### config.mk
export PLATFORM = sky130hd
export DESIGN_NAME = pulse_train_trigger
export DESIGN_NICKNAME = d
export VERILOG_FILES = /design/src/rtl/ptt_pkg.sv /design/src/rtl/ptt_datapath.sv /design/src/rtl/ptt_control.sv /design/src/rtl/pulse_train_trigger.sv
export SDC_FILE = /design/constraint.sdc
export NUM_CORES = 1
export LEC_CHECK = 0
export ABC_AREA = 1
export BUFFER_PORTS_ARGS = -buffer_cell sky130_fd_sc_hd__buf_2
export CAP_MARGIN = 10
export CORE_UTILIZATION = 45
export DETAILED_ROUTE_END_ITERATION = 8
export MAX_ROUTING_LAYER = met4
export PLACE_DENSITY = 0.67
export SETUP_SLACK_MARGIN = 0.1
export SYNTH_ARGS = -nofsm -noshare
export SYNTH_HDL_FRONTEND = slang
export SYNTH_SLANG_ARGS = --single-unit
### constraint.sdc
create_clock -name clk -period 4.5 [get_ports clk]
set_clock_uncertainty 0.2 [all_clocks]
set_input_delay 0.9 -clock clk [delete_from_list [all_inputs] [get_ports clk]]
set_output_delay 0.9 -clock clk [all_outputs]
set_load 0.1 [all_outputs]
### src/rtl/ptt_pkg.sv
package ptt_pkg;
  // Per-sample strobes handed from the datapath to the control.
  typedef struct packed {
    logic valid;
    logic above;
  } sampleStrobe_t;
endpackage

### src/rtl/ptt_datapath.sv
module ptt_datapath
  import ptt_pkg::*;
#(
  parameter int SAMPLE_W = 14
) (
  input  logic                clk,
  input  logic                rst_n,
  input  logic                sampleValid,
  input  logic [SAMPLE_W-1:0] rawSample,
  input  logic                offsetBinary,
  input  logic [SAMPLE_W-1:0] threshold,
  output sampleStrobe_t       strobe,
  output logic [SAMPLE_W-1:0] normSample,
  output logic                normValid
);
  localparam int MSB = SAMPLE_W - 1;

  logic [SAMPLE_W-1:0] normNow;
  logic [SAMPLE_W-1:0] magNow;
  logic [SAMPLE_W-1:0] s1Norm;
  logic                s1Valid;
  logic                s1Above;

  always_comb begin
    normNow = rawSample;
    if (offsetBinary) normNow[MSB] = ~rawSample[MSB];
    magNow = normNow[MSB] ? (~normNow + 1'b1) : normNow;
  end

  always_ff @(posedge clk or negedge rst_n) begin
    if (!rst_n) begin
      s1Norm     <= '0;
      s1Valid    <= 1'b0;
      s1Above    <= 1'b0;
      normSample <= '0;
      normValid  <= 1'b0;
    end else begin
      s1Valid   <= sampleValid;
      normValid <= s1Valid;
      if (sampleValid) begin
        s1Norm  <= normNow;
        s1Above <= magNow > threshold;
      end
      if (s1Valid) normSample <= s1Norm;
    end
  end

  assign strobe.valid = s1Valid;
  assign strobe.above = s1Above;
endmodule

### src/rtl/ptt_control.sv
module ptt_control
  import ptt_pkg::*;
#(
  parameter int LEN_W  = 8,
  parameter int PULSES = 5
) (
  input  logic             clk,
  input  logic             rst_n,
  input  sampleStrobe_t    strobe,
  input  logic             arm,
  input  logic [LEN_W-1:0] minWidth,
  input  logic [LEN_W-1:0] maxWidth,
  input  logic [LEN_W-1:0] maxGap,
  output logic             trigger,
  output logic             hunting
);
  localparam int CNT_W = $clog2(PULSES + 1);
  localparam logic [CNT_W-1:0] LAST_IDX = CNT_W'(PULSES - 1);
  localparam logic [LEN_W-1:0] LEN_MAX  = '1;

  logic [LEN_W-1:0] runLen;
  logic [LEN_W-1:0] gapLen;
  logic [CNT_W-1:0] pulseCnt;
  logic             widthOk;

  assign widthOk = (runLen >= minWidth) && (runLen <= maxWidth);

  always_ff @(posedge clk or negedge rst_n) begin
    if (!rst_n) begin
      runLen   <= '0;
      gapLen   <= '0;
      pulseCnt <= '0;
      trigger  <= 1'b0;
    end else begin
      trigger <= 1'b0;
      if (strobe.valid) begin
        if (strobe.above) begin
          if (runLen != LEN_MAX) runLen <= runLen + 1'b1;
          gapLen <= '0;
        end else if (runLen != '0) begin
          // first low sample: the pulse just ended
          runLen <= '0;
          gapLen <= LEN_W'(1);
          if (!widthOk) begin
            pulseCnt <= '0;
          end else if (pulseCnt == LAST_IDX) begin
            pulseCnt <= '0;
            trigger  <= arm;
          end else begin
            pulseCnt <= pulseCnt + 1'b1;
          end
        end else begin
          if (gapLen != LEN_MAX) gapLen <= gapLen + 1'b1;
          if (gapLen >= maxGap) pulseCnt <= '0;
        end
      end
    end
  end

  assign hunting = pulseCnt != '0;
endmodule

### src/rtl/pulse_train_trigger.sv
module pulse_train_trigger
  import ptt_pkg::*;
#(
  parameter int SAMPLE_W = 14,
  parameter int LEN_W    = 8,
  parameter int PULSES   = 5
) (
  input  logic                clk,
  input  logic                rst_n,
  input  logic                sampleValid,
  input  logic [SAMPLE_W-1:0] rawSample,
  input  logic                offsetBinary,
  input  logic [SAMPLE_W-1:0] threshold,
  input  logic [LEN_W-1:0]    minWidth,
  input  logic [LEN_W-1:0]    maxWidth,
  input  logic [LEN_W-1:0]    maxGap,
  input  logic                arm,
  output logic                trigger,
  output logic                hunting,
  output logic [SAMPLE_W-1:0] normSample,
  output logic                normValid
);
  sampleStrobe_t strobe;

  ptt_datapath #(.SAMPLE_W(SAMPLE_W)) dp_i (
    .clk(clk), .rst_n(rst_n), .sampleValid(sampleValid), .rawSample(rawSample),
    .offsetBinary(offsetBinary), .threshold(threshold), .strobe(strobe),
    .normSample(normSample), .normValid(normValid)
  );

  ptt_control #(.LEN_W(LEN_W), .PULSES(PULSES)) ctl_i (
    .clk(clk), .rst_n(rst_n), .strobe(strobe), .arm(arm), .minWidth(minWidth),
    .maxWidth(maxWidth), .maxGap(maxGap), .trigger(trigger), .hunting(hunting)
  );
endmodule

==> impl_metrics.csv <==
group,metric,value,unit
routing,totalWireLength,7612,um
die,dieArea,8540,sq um
die,fp.coreArea,7807,sq um
min_path,hp-start,"dp_i.normSample[0]",
run_status,status,"finished clean",
cells_and_area,finalNonFillerCells,674,
grt,grt_pass1_vias,3125,
clock_network,clk_pin_slew,0.10,ns
synthesis,yosysWarnings,0,
routing,detail_route.wl_per_cell,11.29,um
grt,grt_max_degree,34,
grt,gr-total-overflow,0,
clock_network,cts_resized,0,
timing,max_freq,343.0,MHz
synthesis,yosysSeqAreaShare,0.3469,
worst_setup_path,end_kind,"flip-flop",
routing,antenna_left,0,
clock_network,numClockSinks,51,
timing,hold_viol_final,0,
synthesis,ys_ff_latch,51,
pwr,p_per_area,349.7,nW/um^2
cells_and_area,multi_input_area,2008,sq um
synthesis,synth_nets,598,
grt,grt_antenna_before_repair,0,
cells_and_area,fin_area,4275,sq um
cells_and_area,fillers,783,
die,io_pins,74,
pwr,p_leak,0.002463,uW
worst_setup_path,cp.required,4.50,ns
grt,grt_pass1_wl,13580,um
pwr,peakVddDrop,0.2580,mV
synthesis,syn_inst,497,
placement,dp.cells,666,
timing,holdWs,0.2848,ns
timing,worst_pin_slew,0.5442,ns
synthesis,synth_area_per_cell,7.401,sq um
die,row_count,32,
synthesis,netlist_area,3679,sq um
cells_and_area,area_growth,16.22,%
routing,drc,0,
worst_setup_path,critPathMaxFanout,4,
timing,setup_viol,0,
timing,fin_crit_sh,0.6479,
timing,period_needed,2.916,ns
cells_and_area,num-nets-final,672,
placement,routabilityCongestion,0.7839,
clock_network,cts_tree,"built",
timing,rsz0062_at_grt,"false",
synthesis,ys_types,33,
timing,finalMaxSlewViolations,0,
clock_network,cts_setup_buffers,0,
placement,placement.cell_area,4143,sq um
timing,slew_headroom,0.6368,
clock_network,ctsRootBufferMaster,"clkbuf_8",
grt,grt_usage,0.2015,
timing,fin_setup_tns,0,ns
worst_setup_path,worstSetupStartpointType,"input pin",
routing,vias_per_cell,4.794,
die,start_util,0.4712,
routing,drtPass1Iterations,5,
worst_setup_path,worstSetupStartpoint,"rawSample[0]",
worst_setup_path,cp_data_arrival_time,2.91,ns
placement,post-dp-hpwl,6144,um
die,fp.dieH,92.41,um
cells_and_area,diodes,0,
die,die_w,92.41,um
routing,drt-initial-drc-count,95,
min_path,min_path_type,"flip-flop to flip-flop",
run,cap_violations,0,
clock_network,htree_num_levels,2,
placement,port_buffers,73,
routing,vias,3231,
clock_network,cts_buffers,5,
worst_setup_path,rr_startpoint,"ctl_i.runLen[1]",
worst_setup_path,criticalPathCategory,"input pin to flip-flop",
clock_network,clk_latency,0.30,ns
clock_network,holdBufCountCts,0,
cells_and_area,drive_gt1_frac,0.1783,
clock_network,cts_buffer_depth,2,
cells_and_area,utilization,0.5476,
cells_and_area,layout.area.seq,1276,sq um
==> cell type report <==
class,count,area share
timing repair buffer,74,0.08721
tap,102,0.02985
sequential,51,0.2985
clock inverter,2,0.01405
clock buffer,6,0.01697
inverter,94,0.08370
multi-input combinational,345,0.4697
==> stage by stage <==
step | total power, uW | worst slack, ns
after floorplan | 1001 | 1.685
after global placement | 1125 | 1.326
after detailed placement | 1140 | 1.289
after CTS | 1515 | 1.603
after global routing | 1615 | 1.313
final | 1495 | 1.584
==> cell usage after synthesis (all sizes together) <==
cell | count | share of area
nand3b | 1 | 0.0020
xor2 | 15 | 0.036
nand4 | 8 | 0.014
o211ai | 4 | 0.0082
o21ai | 44 | 0.066
a31oi | 2 | 0.0034
clkbuf | 4 | 0.0041
clkinv | 1 | 0.0010
a21oi | 15 | 0.021
a21o | 1 | 0.0020
nor3b | 1 | 0.0020
inv | 93 | 0.096
nand3 | 17 | 0.023
nor2 | 39 | 0.045
nor3 | 5 | 0.0068
o21a | 1 | 0.0020
xnor2 | 3 | 0.0071
buf | 3 | 0.0058
ha | 44 | 0.15
nor4 | 2 | 0.0034
or2 | 3 | 0.0051
o21bai | 2 | 0.0041
dfrtp | 51 | 0.35
nand2 | 138 | 0.14
==> path summary, 6_finish.rpt <==
kind	endpoint	slack, ns	depth (start not counted)
worst max register to register	ctl_i.runLen[2]	2.34	10
worst min register to register	dp_i.normSample[0]	0.28	2
worst max-delay path	dp_i.s1Above	1.58	14
worst min-delay path	dp_i.normSample[0]	0.28	2
max in group asynchronous	dp_i.normValid	2.99	2
min in group asynchronous	ctl_i.runLen[3]	0.34	1
==> per-layer routing <==
metal	part of all wire	vias to the layer above	routed length (um)	GRT usage
met5	0	-	0	-
met1	0.47	1451	3578	0.2510
met4	0.0046	0	35	0.03646
li1	-	1710	-	-
met3	0.048	4	363	0.03859
met2	0.48	66	3635	0.3432
==> where the power goes <==
part           total (uW)  leakage (uW)  switching (uW)  internal, uW
Clock                 372     0.0000654             150           222
Sequential            565      0.000653            54.2           511
Combinational         558       0.00174             384           174
Total                1500       0.00246             588           907
==> sequential cells by signal (all words and copies together) (netlist names) <==
| name | flops |
|---|---|
| ctl_i.gapLen | 8 |
| dp_i.s1Norm | 14 |
| dp_i.normSample | 14 |
| dp_i.normValid | 1 |
| ctl_i.trigger | 1 |
| ctl_i.pulseCnt | 3 |
| ctl_i.runLen | 8 |
| dp_i.s1Above | 1 |
| dp_i.s1Valid | 1 |
==> logic make-up (layout without fill, tap and decap cells) <==
kind of cell	after synthesis	count (layout)	synth area share
AND/OR/NAND/NOR	214	214	0.2463
buffers and inverters	101	176	0.1071
AO/OA/AOI/OAI	69	69	0.1071
flip-flops	51	51	0.3469
adder cells (fa/ha/maj)	44	44	0.1497
XOR/XNOR	18	18	0.04286
==> layout by cell type (no fill, tap or decap), drive strengths merged <==
master	count
nand2	138
inv	93
buf	74
dfrtp	51
ha	44
o21ai	44
nor2	39
nand3	17
xor2	15
a21oi	15
nand4	8
clkbuf	6
nor3	5
o211ai	4
or2	3
xnor2	3
nor4	2
a31oi	2
o21bai	2
bufinv	2
a21o	1
o21a	1
clkinv	1
nand3b	1
nor3b	1
==> critical path, stage by stage <==
cell and delay (ns):
buf_2 0.10, inv_1 0.11, ha_1 0.20, nand3_1 0.10, nor2_1 0.21, inv_1 0.08
o21ai_0 0.19, xor2_1 0.10, ha_1 0.28, nand2_1 0.06, nor4_1 0.36, a21oi_1 0.11
nand2_1 0.08, nand2_1 0.04
Note: power is estimated with default switching activity, not from simulation.
